`config.mk`:
```
export PLATFORM = sky130hd
export DESIGN_NAME = phy_sync_sequencer
export DESIGN_NICKNAME = d
export VERILOG_FILES = /design/src/rtl/phy_seq_pkg.sv /design/src/rtl/phy_seq_datapath.sv /design/src/rtl/phy_seq_control.sv /design/src/rtl/phy_sync_sequencer.sv
export SDC_FILE = /design/constraint.sdc
export NUM_CORES = 1
export LEC_CHECK = 0
export ABC_AREA = 1
export BUFFER_PORTS_ARGS = -buffer_cell sky130_fd_sc_hd__clkbuf_2
export CORE_ASPECT_RATIO = 0.5
export CORE_MARGIN = 4
export CORE_UTILIZATION = 52
export CTS_CLUSTER_DIAMETER = 30
export DETAILED_ROUTE_END_ITERATION = 10
export PLACE_DENSITY = 0.8
export SETUP_SLACK_MARGIN = 0.1
export SYNTH_ARGS = -nofsm -noshare
export SYNTH_HDL_FRONTEND = slang
export SYNTH_HIERARCHICAL = 1
export SYNTH_SLANG_ARGS = --single-unit
```
`constraint.sdc`:
```
create_clock -name clk -period 3.91 [get_ports clk]
set_input_delay 0.391 -clock clk [delete_from_list [all_inputs] [get_ports clk]]
set_output_delay 0.391 -clock clk [all_outputs]
set_load 0.01 [all_outputs]
```
`src/rtl/phy_seq_pkg.sv`:
```
package phy_seq_pkg;

  localparam int NUM_FIELDS = 4;

  // slot index of each duration nibble inside the register
  localparam int SLOT_RST    = 0;
  localparam int SLOT_GAP    = 1;
  localparam int SLOT_EN     = 2;
  localparam int SLOT_SETTLE = 3;

  // encoding order is the execution order of the phases
  typedef enum logic [2:0] {
    PH_IDLE   = 3'd0,
    PH_EN     = 3'd1,
    PH_GAP    = 3'd2,
    PH_RST    = 3'd3,
    PH_SETTLE = 3'd4,
    PH_TAIL   = 3'd5
  } phase_e;

  typedef struct packed {
    logic   loadCnt;
    logic   decCnt;
    logic   clearStart;
    phase_e loadSel;
  } seqStrobe_t;

endpackage

```
`src/rtl/phy_seq_datapath.sv`:
```
module phy_seq_datapath
  import phy_seq_pkg::*;
#(
  parameter int REG_W       = 32,
  parameter int FIELD_W     = 4,
  parameter int START_BIT   = 31,
  parameter int TAIL_CYCLES = 8,
  parameter int CNT_W       = 4
) (
  input  logic                                 clk,
  input  logic                                 rstN,
  input  logic                                 wrEn,
  input  logic [REG_W-1:0]                     wrData,
  input  seqStrobe_t                           strobe,
  output logic                                 startReq,
  output logic                                 cntZero,
  output logic [NUM_FIELDS-1:0][FIELD_W-1:0]   fieldLen,
  output logic [REG_W-1:0]                     regQ
);

  localparam int FIELDS_W = NUM_FIELDS * FIELD_W;

  logic             regBusy;
  logic             acceptWr;
  logic [REG_W-1:0] fieldSrc;
  logic [CNT_W-1:0] cntQ;
  logic [CNT_W-1:0] selLen;

  assign regBusy  = regQ[START_BIT];
  assign acceptWr = wrEn && !regBusy;
  assign startReq = acceptWr && wrData[START_BIT];

  // on the start edge the lengths come straight from the write data
  assign fieldSrc = startReq ? wrData : regQ;

  for (genvar g = 0; g < NUM_FIELDS; g++) begin : gFields
    assign fieldLen[g] = fieldSrc[g*FIELD_W +: FIELD_W];
  end

  always_ff @(posedge clk or negedge rstN) begin
    if (!rstN) begin
      regQ <= '0;
    end else if (strobe.clearStart) begin
      regQ[START_BIT] <= 1'b0;
    end else if (acceptWr) begin
      regQ <= wrData;
    end
  end

  always_comb begin
    unique case (strobe.loadSel)
      PH_EN:     selLen = CNT_W'(fieldLen[SLOT_EN]);
      PH_GAP:    selLen = CNT_W'(fieldLen[SLOT_GAP]);
      PH_RST:    selLen = CNT_W'(fieldLen[SLOT_RST]);
      PH_SETTLE: selLen = CNT_W'(fieldLen[SLOT_SETTLE]);
      PH_TAIL:   selLen = CNT_W'(TAIL_CYCLES);
      default:   selLen = '0;
    endcase
  end

  always_ff @(posedge clk or negedge rstN) begin
    if (!rstN) begin
      cntQ <= '0;
    end else if (strobe.loadCnt) begin
      cntQ <= selLen - CNT_W'(1);
    end else if (strobe.decCnt) begin
      cntQ <= cntQ - CNT_W'(1);
    end
  end

  assign cntZero = (cntQ == '0);

  // upper storage bits are only kept for readback
  logic unusedHigh;
  assign unusedHigh = ^fieldSrc[REG_W-1:FIELDS_W];

endmodule

```
`src/rtl/phy_seq_control.sv`:
```
module phy_seq_control
  import phy_seq_pkg::*;
#(
  parameter int FIELD_W = 4
) (
  input  logic                               clk,
  input  logic                               rstN,
  input  logic                               startReq,
  input  logic                               cntZero,
  input  logic [NUM_FIELDS-1:0][FIELD_W-1:0] fieldLen,
  output seqStrobe_t                         strobe,
  output logic                               syncEn,
  output logic                               syncRst,
  output logic                               done
);

  phase_e     phaseQ;
  phase_e     phaseD;
  logic [3:0] nonZero;
  logic       doneQ;

  // nonZero bit i belongs to phase encoded i+1
  assign nonZero[0] = |fieldLen[SLOT_EN];
  assign nonZero[1] = |fieldLen[SLOT_GAP];
  assign nonZero[2] = |fieldLen[SLOT_RST];
  assign nonZero[3] = |fieldLen[SLOT_SETTLE];

  // first phase at or after 'first' with a nonzero length; the tail always qualifies
  function automatic phase_e pickFrom(input phase_e first, input logic [3:0] nz);
    phase_e r;
    int     startPos;
    r        = PH_TAIL;
    startPos = int'(first) - 1;
    for (int i = 3; i >= 0; i--) begin
      if (i >= startPos && nz[i]) r = phase_e'(3'(i + 1));
    end
    return r;
  endfunction

  always_comb begin
    strobe = '{loadCnt: 1'b0, decCnt: 1'b0, clearStart: 1'b0, loadSel: PH_IDLE};
    phaseD = phaseQ;
    if (phaseQ == PH_IDLE) begin
      if (startReq) begin
        phaseD         = pickFrom(PH_EN, nonZero);
        strobe.loadCnt = 1'b1;
        strobe.loadSel = phaseD;
      end
    end else if (cntZero) begin
      if (phaseQ == PH_TAIL) begin
        phaseD            = PH_IDLE;
        strobe.clearStart = 1'b1;
      end else begin
        phaseD         = pickFrom(phase_e'(3'(phaseQ) + 3'd1), nonZero);
        strobe.loadCnt = 1'b1;
        strobe.loadSel = phaseD;
      end
    end else begin
      strobe.decCnt = 1'b1;
    end
  end

  always_ff @(posedge clk or negedge rstN) begin
    if (!rstN) begin
      phaseQ <= PH_IDLE;
      doneQ  <= 1'b0;
    end else begin
      phaseQ <= phaseD;
      doneQ  <= strobe.clearStart;
    end
  end

  assign syncEn  = (phaseQ == PH_EN);
  assign syncRst = (phaseQ == PH_RST);
  assign done    = doneQ;

endmodule

```
`src/rtl/phy_sync_sequencer.sv`:
```
module phy_sync_sequencer
  import phy_seq_pkg::*;
#(
  parameter int REG_W       = 32,
  parameter int FIELD_W     = 4,
  parameter int START_BIT   = 31,
  parameter int TAIL_CYCLES = 8
) (
  input  logic             clk,
  input  logic             rstN,
  input  logic             wrEn,
  input  logic [REG_W-1:0] wrData,
  output logic [REG_W-1:0] rdData,
  output logic             syncEn,
  output logic             syncRst,
  output logic             busy,
  output logic             done
);

  localparam int TAIL_W = $clog2(TAIL_CYCLES + 1);
  localparam int CNT_W  = (FIELD_W > TAIL_W) ? FIELD_W : TAIL_W;

  seqStrobe_t                         strobe;
  logic                               startReq;
  logic                               cntZero;
  logic [NUM_FIELDS-1:0][FIELD_W-1:0] fieldLen;
  logic [REG_W-1:0]                   regQ;

  phy_seq_datapath #(
    .REG_W(REG_W), .FIELD_W(FIELD_W), .START_BIT(START_BIT),
    .TAIL_CYCLES(TAIL_CYCLES), .CNT_W(CNT_W)
  ) u_datapath (
    .clk(clk), .rstN(rstN), .wrEn(wrEn), .wrData(wrData),
    .strobe(strobe), .startReq(startReq), .cntZero(cntZero),
    .fieldLen(fieldLen), .regQ(regQ)
  );

  phy_seq_control #(
    .FIELD_W(FIELD_W)
  ) u_control (
    .clk(clk), .rstN(rstN), .startReq(startReq), .cntZero(cntZero),
    .fieldLen(fieldLen), .strobe(strobe), .syncEn(syncEn),
    .syncRst(syncRst), .done(done)
  );

  assign rdData = regQ;
  assign busy   = regQ[START_BIT];

endmodule

```
==> impl_metrics.tcl, run 1 <==
set metrics [dict create \
    p_per_area_nw_per_um2 261 \
    met2_usage_pct 34.9 \
    ys_seq_elements 40 \
    grt_max_degree 41 \
    grt_overflow_total 0 \
    core_area_um2 4550 \
    post-synth-top-count-cell "nand2_1" \
    grt_pass1_vias 2222 \
    synth-async-reset-ratio_pct 100 \
    skew_ps 4.98 \
    die_x_um 107 \
    required_ps 4090 \
    tightest_slew_ps 1000 \
    finalSetupViolCount 0 \
    fin_tns_setup_ps 0 \
    nNetsFinal 445 \
    grt-busiest-layer "met2" \
    crit_fanout 30 \
    synth_cells 334 \
    synthTopCellsByCount "nand2_1, inv_1, dfrtp_1, nand3_1, nor2_1" \
    synth.cell_area_um2 2550 \
    power_frac_comb_pct 4.1 \
    drc 0 \
    tritoncts "built" \
    grt_pass1_wl_um 10300 \
    ys_types 31 \
    critPathArrivalTime_ps 3540 \
    clockBufferDepth 2 \
    clkPwrFrac_pct 44.1 \
    grtUsageMet1_pct 28.7 \
    clk_latency_ps 290 \
    io_pins 71 \
    rows 17 \
    synth_top_area_share_pct 39.3 \
    antenna_found_initial 0 \
    min_path_type "in2async" \
    track_usage_pct 21.1 \
    clkTransAtPathRegs_ps 90 \
    maxSlewViolCount 0 \
    start_kind "flop" \
    vias 2357 \
    period_share_pct 86.0 \
    first_pass_iters 5 \
    num_antenna_cells 0 \
    final_area_um2 3060 \
    cts_setup_buffers 0 \
    status "complete, no violations" \
    fin_crit_ps 3360 \
    die_h_um 57.5 \
    drive_gt1_share_pct 29.0 \
    die_area_um2 6150 \
    switchingPower_uw 179 \
    cts_sinks 40 \
    met3_usage_pct 5.08 \
    dpl_cell_area_um2 2940 \
    area_growth_pct 20.0 \
    seq_area_frac_synth_pct 39.3 \
    synth.avg_cell_area_um2 7.63 \
    vdd_drop_max_v 0.000189 \
    port_buffers 70 \
    yosys_warnings 6 \
    via_per_inst 5.01 \
    synthFlopType "dfrtp_1" \
    internal_power_uw 619 \
    cts_resized 0 \
    max_freq_ghz 0.297 \
    relSlewSlack_pct 33.1 \
    root_buffer "clkbuf_8" \
    hpwl_um 5030 \
    rsz0062_at_grt "no" \
    crit_path_end_kind "flop" \
    ant_nets 0 \
    syn-num-nets 376 \
    cts_buffers 5 \
    yosys-top-cells-area "dfrtp_1, nand2_1, inv_1" \
    wirelength_um 6300 \
    setup_slack_ps 546 \
    power.leakage_uw 0.00175 \
    hold_buffers 0 \
    hold_viol 0 \
    dp_slack_ps 544 \
    fin_util_pct 67.2 \
    synth_largest_area_cell "dfrtp_1" \
    drv_cap 0 \
    initial_core_util_pct 56.0 \
    finalWeightedCongestion 0.906 \
    post_drt_wl_per_cell_um 13.4 \
    crit_type "reg2reg" \
    p_seq_share_pct 51.8 \
    p_sw_share_pct 22.4 \
    synth_edf_count 0 \
    htree_num_levels 2 \
    drt-initial-drc-count 138 \
    filler_cell_count 417 \
]
-- through the flow --
step | hold WS [ps] | total power [uW] | cells
2_1_floorplan | 95.4 | 427 | 334
5_1_grt | 313 | 828 | 470
4_1_cts | 290 | 805 | 470
3_5_place_dp | 493 | 455 | 462
6_report | 249 | 797 | 470
3_3_place_gp | 486 | 454 | 462
-- worst paths after layout --
kind / start / to / slack (ps) / cells past startpoint
max in group asynchronous: rstN / u_control/phaseQ[1] / 3040 / 1
min in group clk: wrData[16] / u_datapath/regQ[16] / 320 / 2
max reg2reg: u_datapath/regQ[31] / u_datapath/cntQ[2] / 550 / 22
min: rstN / u_datapath/regQ[18] / 250 / 1
max: u_datapath/regQ[31] / u_datapath/cntQ[2] / 550 / 22
min reg2reg: u_datapath/regQ[19] / u_datapath/regQ[19] / 510 / 1
-- critical path: stages (launching register included) --
cell and delay [ps]:
dfrtp_1 410, inv_2 160, nand3_4 310, nand2_1 190, and2_1 140, inv_1 40, nand3_1 190, nand2_1 80
nand3_1 70, nand2_1 60, nand2_1 70, nand2_2 60, nand2_2 80, inv_1 60, nor3_1 470, nand3_1 140
nand2_1 120, nor2_1 60, nor2_2 90, nor2_2 50, ha_1 190, nor2_1 120, o22ai_1 90
-- sequential cells by signal, indices dropped and copies added, names as in the netlist --
name,cells
u_control/done,1
u_control/phaseQ,3
u_datapath/cntQ,4
u_datapath/regQ,32
-- per-layer routing --
layer  routed length [um]  vias up
li1                     -     1201
met1                 2860     1085
met2                 3020       69
met3                  392        2
met4                   25        0
met5                    0        -
-- cell families (layout without fill, tap and decap cells) --
family | after synthesis | after routing | synth area share [%]
fa+ha+maj | 7 | 7 | 3.44
buf+inv | 65 | 135 | 10.8
simple gates | 167 | 167 | 30.5
flops | 40 | 40 | 39.3
mux | 16 | 16 | 7.07
compound gates | 39 | 39 | 8.99
-- area by class of cell --
cell class,instances,area (um2),share of cell area (%)
clock inverter,3,46.3,1.51
clock buffer,5,68.8,2.25
sequential,40,1000,32.7
inverter,55,208,6.79
multi-input combinational,229,1270,41.6
timing repair buffer,72,378,12.4
tap,66,82.6,2.70
-- power by group through the flow --
| stage | Sequential [uW] | Combinational, uW | Clock, uW |
|---|---|---|---|
| detailed placement | 422 | 33.7 | 0 |
| CTS | 413 | 34.0 | 357 |
| global placement | 422 | 32.0 | 0 |
| floorplan | 422 | 5.59 | 0 |
| global route | 413 | 38.0 | 377 |
| finish | 413 | 32.7 | 351 |
-- placed cells by master, fill, tap and decap left out, drive strengths merged --
cell type,n
o21bai,1
ha,7
nand4,8
o21a,9
dfrtp,40
bufinv,1
mux2,16
nand3b,2
clkinv,2
nor2,26
buf,2
o22ai,1
nor3,1
inv,54
a21oi,7
o21ai,18
clkinvlp,1
and2,6
o211ai,3
or2,1
clkbuf,75
nor4,1
nand3,30
nand2,92
No activity file was read; power rests on OpenSTA's default activity.
==> inputs of run 2 (changes only) <==
Settings changed: PLACE_DENSITY 0.8 to 0.81, SETUP_SLACK_MARGIN 0.1 to 0.3.
==> impl_metrics.tcl, run 2 (synthesis results as in run 1) <==
set metrics [dict create \
    ant_nets 0 \
    hold_viol 0 \
    track_usage_pct 20.0 \
    first_pass_iters 4 \
    num_antenna_cells 0 \
    die_x_um 107 \
    rows 17 \
    start_kind "flop" \
    dpl_cell_area_um2 2920 \
    min_path_type "in2async" \
    fin_crit_ps 3230 \
    wirelength_um 5890 \
    clkTransAtPathRegs_ps 80 \
    final_area_um2 3010 \
    dp_slack_ps 594 \
    htree_num_levels 2 \
    vdd_drop_max_v 0.000231 \
    critPathBufInv 1 \
    maxSlewViolCount 0 \
    reg.largest.list "u_datapath/regQ (32), u_datapath/cntQ (4), u_control/phaseQ (3)" \
    highest_layer "met4" \
    rsz0062_at_grt "no" \
    relSlewSlack_pct 33.8 \
    via_per_inst 4.96 \
    crit_family "simple AND/OR/NAND/NOR gates" \
    wl_met3_um 402 \
    finalWeightedCongestion 0.935 \
    vias 2322 \
    regArea_um2 1000 \
    die_area_um2 6150 \
    tritoncts "built" \
    multi_input_area_um2 1280 \
    drt-initial-drc-count 119 \
    hpwl_um 4640 \
    cts_sinks 40 \
    whs_ps 266 \
    clockBufferDepth 2 \
    p_per_area_nw_per_um2 235 \
    power.leakage_uw 0.00172 \
    nNetsFinal 444 \
    area_growth_pct 18.1 \
    max_freq_ghz 0.310 \
    drc 0 \
    io_pins 71 \
    max_flop_register "u_datapath/regQ" \
    total_power_uw 707 \
    cp.depth 19 \
    period_share_pct 82.6 \
    core_area_um2 4550 \
    root_buffer "clkbuf_8" \
    setup_slack_ps 681 \
    required_ps 4110 \
    cp_common_cell "nand2_1" \
    crit_fanout 30 \
    fin_tns_setup_ps 0 \
    antenna_found_initial 0 \
    post_drt_wl_per_cell_um 12.6 \
    rr_worst_depth 19 \
    finalSetupViolCount 0 \
    grt_overflow_total 0 \
    crit_path_end_kind "flop" \
    die_h_um 57.5 \
    tightest_slew_ps 993 \
    slowest_delay_ps 400 \
    port_buffers 70 \
    drive_gt1_share_pct 28.9 \
    crit_type "reg2reg" \
    clk_latency_ps 280 \
    drv_cap 0 \
    largest_reg_flops 32 \
    cts_buffers 5 \
    cp_cell_sequence "inv_2, nand3_4, nand2_1, o21a_1, nor2_1, nand3_1, nand3_1, nand2_1, nand3_1, nand2_1, nand2_1, nor2_1, nand3_1, nand2_1, nor2_1, nand2_1, nand2_2, ha_1, o21ai_0" \
    status "complete, no violations" \
    critPathArrivalTime_ps 3430 \
    drt-met1-wl_um 2770 \
    initial_core_util_pct 56.0 \
    grt_pass1_vias 2249 \
    grt_pass1_wl_um 9970 \
    filler_cell_count 441 \
    met2_length_um 2680 \
    layout.cells.most_common "nand2_1" \
    skew_ps 3.48 \
    grt_max_degree 47 \
    final_cell_mix "nand2_1, clkbuf_2, inv_1, dfrtp_1" \
    crit_slowest_cell "dfrtp_1" \
]
## run 2: timing repair
action                                  in CTS  in global routing
hold buffers                                 0                  0
endpoints found under the setup margin       0                  2
setup buffers                                0                  0
gates resized for setup                      0                  1
## run 2: layout make-up
class,count,share of cell area (%)
clock buffer,5,2.29
sequential,40,33.3
timing repair buffer,71,11.9
multi-input combinational,229,42.5
inverter,55,6.91
clock inverter,2,0.416
tap,66,2.75
## run 2: worst reg2reg max path, delay by kind of cell (launching register included)
kind	cells	cell delay, ps
buffers and inverters	1	150
and+or+nand+nor	15	1990
AOI/OAI and AO/OA	2	290
adders and majority gates	1	300
DFF	1	400
## run 2: final timing paths
kind,start,end,slack (ps)
max in group asynchronous,rstN,u_datapath/regQ[9],3050
max reg2reg,u_datapath/regQ[31],u_datapath/cntQ[1],680
max,u_datapath/regQ[31],u_datapath/cntQ[1],680
min reg2reg,u_datapath/regQ[25],u_datapath/regQ[25],510
min,rstN,u_datapath/regQ[29],270
min in group clk,wrData[20],u_datapath/regQ[20],340
## run 2: routing by layer
| metal | up-vias | global-route usage, % |
|---|---|---|
| met4 | 0 | 3.46 |
| met1 | 1054 | 26.8 |
| met2 | 67 | 33.6 |
| li1 | 1197 | - |
| met5 | - | 0 |
| met3 | 4 | 5.20 |
## run 2: metrics by stage
| step | utilization [%] | std cells |
|---|---|---|
| after floorplan | - | 334 |
| after global placement | 64.2 | 461 |
| after detailed placement | 64.2 | 461 |
| after CTS | 66.0 | 468 |
| after global routing | 66.1 | 468 |
| final | 66.1 | 468 |
## run 2: where the power goes
part | internal [uW] | switching (uW) | leakage, uW
combinational | 13.0 | 19.6 | 0.00117
sequential | 413 | 0 | 0.000517
clock | 121 | 140 | 0.0000400
==> inputs of run 3 (changes only) <==
Clock period 3.91 ns to 3.3 ns, I/O delays scaled along.
==> impl_metrics.tcl, run 3 (synthesis results as in run 1) <==
set metrics [dict create \
    status "complete, no violations" \
    period_share_pct 85.8 \
    power.leakage_uw 0.00177 \
    via_per_inst 5.08 \
    die_h_um 57.5 \
    finalSetupViolCount 0 \
    fin_crit_ps 2830 \
    crit_fanout 12 \
    cts_sinks 40 \
    grt_overflow_total 0 \
    max_flop_register "u_datapath/regQ" \
    die_area_um2 6150 \
    grt_max_degree 47 \
    htree_num_levels 2 \
    initial_core_util_pct 56.0 \
    regArea_um2 1000 \
    post_drt_wl_per_cell_um 14.1 \
    drc 0 \
    area_growth_pct 26.0 \
    multi_input_area_um2 1390 \
    crit_path_end_kind "flop" \
    grt-busiest-layer "met2" \
    crit_type "reg2reg" \
    ant_nets 0 \
    drive_gt1_share_pct 34.5 \
    tightest_slew_ps 1010 \
    r2r_start "u_datapath/regQ[31]" \
    track_usage_pct 22.3 \
    io_pins 71 \
    tritoncts "built" \
    required_ps 3480 \
    relSlewSlack_pct 32.5 \
    hpwl_um 5040 \
    port_buffers 70 \
    root_buffer "clkbuf_8" \
    fin_tns_setup_ps 0 \
    vias 2443 \
    hold_viol 0 \
    final_cell_mix "nand2_1, clkbuf_2, inv_1, dfrtp_1, nand3_1" \
    antenna_found_initial 0 \
    start_kind "flop" \
    critPathArrivalTime_ps 3010 \
    rsz0062_at_grt "no" \
    core_area_um2 4550 \
    filler_cell_count 396 \
    p_per_area_nw_per_um2 274 \
    maxSlewViolCount 0 \
    met2_usage_pct 37.4 \
    met3_usage_pct 5.31 \
    num_antenna_cells 0 \
    r2r_end "u_datapath/cntQ[2]" \
    min_path_type "in2async" \
    whs_ps 193 \
    rr_worst_depth 23 \
    drv_cap 0 \
    first_pass_iters 5 \
    skew_ps 3.34 \
    die_x_um 107 \
    worst-r2r-setup-slack_ps 470 \
    largest_reg_flops 32 \
    layout.cells.most_common "nand2_1" \
    grt_pass1_vias 2399 \
    drt-initial-drc-count 144 \
    grt_pass1_wl_um 11100 \
    rows 17 \
    max_freq_ghz 0.353 \
    finalWeightedCongestion 0.894 \
    total_power_uw 879 \
    grtUsageMet1_pct 29.6 \
    fin_util_pct 70.5 \
    nNetsFinal 456 \
    clk_latency_ps 290 \
    cts_buffers 5 \
    reg.largest.list "u_datapath/regQ (32), u_datapath/cntQ (4), u_control/phaseQ (3)" \
    hold_buffers 0 \
    wirelength_um 6770 \
    vdd_drop_max_v 0.000213 \
    clockBufferDepth 2 \
    clkTransAtPathRegs_ps 80 \
]
==> run 3: changes by cell type in the layout (fill, tap and decap cells not counted), moves of 3 or more <==
cell,delta
buf_4,+9
dfrtp_1,-3
dfrtp_2,+3
nand3_4,+3
nor2_1,-4
nor2_2,+4
==> run 3: cell type report <==
class / count / area share (%)
clock buffer: 6 / 2.57
clock inverter: 2 / 0.468
inverter: 55 / 6.70
multi-input combinational: 232 / 43.1
sequential: 40 / 31.3
tap: 66 / 2.57
timing repair buffer: 80 / 13.3
==> run 3: repair_timing <==
item,in CTS,in global routing
buffers inserted,0,5
setup endpoints to repair,2,4
pin swaps,0,2
gates resized for setup,3,22
gates cloned,1,2
==> run 3: stage by stage <==
stage,area [um2],cells,setup WS (ps)
after floorplan,2550,334,407
after global placement,2950,465,306
after detailed placement,2950,465,235
after CTS,3070,474,308
after global routing,3210,481,259
final,3210,481,468
==> run 3: critical path, cell delays in order (launching register included) <==
cell	delay, ps
dfrtp_2	450
inv_8	120
nand3_4	120
o21a_1	210
nor2_1	150
nand3_2	140
nand2_1	100
nand3_1	60
nand2_1	60
nand2_1	60
nand2_2	100
nand2_4	70
inv_2	90
nor3_2	40
buf_4	150
nand3_1	80
nand2_1	90
nor2_2	110
nor2_2	40
nor2_2	110
ha_1	180
nand2_1	50
nand2_1	60
o22ai_1	60
==> run 3: power breakdown <==
| group | total, uW | internal [uW] | switching [uW] |
|---|---|---|---|
| sequential | 490 | 490 | 0 |
| combinational | 42.3 | 15.5 | 26.8 |
| clock | 347 | 169 | 178 |
| total | 879 | 674 | 205 |
==> run 3: worst max-delay path by stage <==
stage	depth (start not counted)	startpoint	slack (ps)	to
floorplan	19	u_datapath/regQ[31]	410	u_datapath/cntQ[2]
global placement	20	u_datapath/regQ[31]	310	u_datapath/cntQ[1]
detailed placement	21	u_datapath/regQ[31]	240	u_datapath/cntQ[2]
CTS	22	u_control/phaseQ[0]	310	u_datapath/cntQ[1]
global route	23	u_datapath/regQ[31]	260	u_datapath/cntQ[2]
finish	23	u_datapath/regQ[31]	470	u_datapath/cntQ[2]
==> run 3: routing by layer <==
| layer | wire (um) | vias up |
|---|---|---|
| met5 | 0 | - |
| met4 | 34 | 0 |
| met3 | 474 | 5 |
| met2 | 3300 | 69 |
| met1 | 2960 | 1139 |
| li1 | - | 1230 |
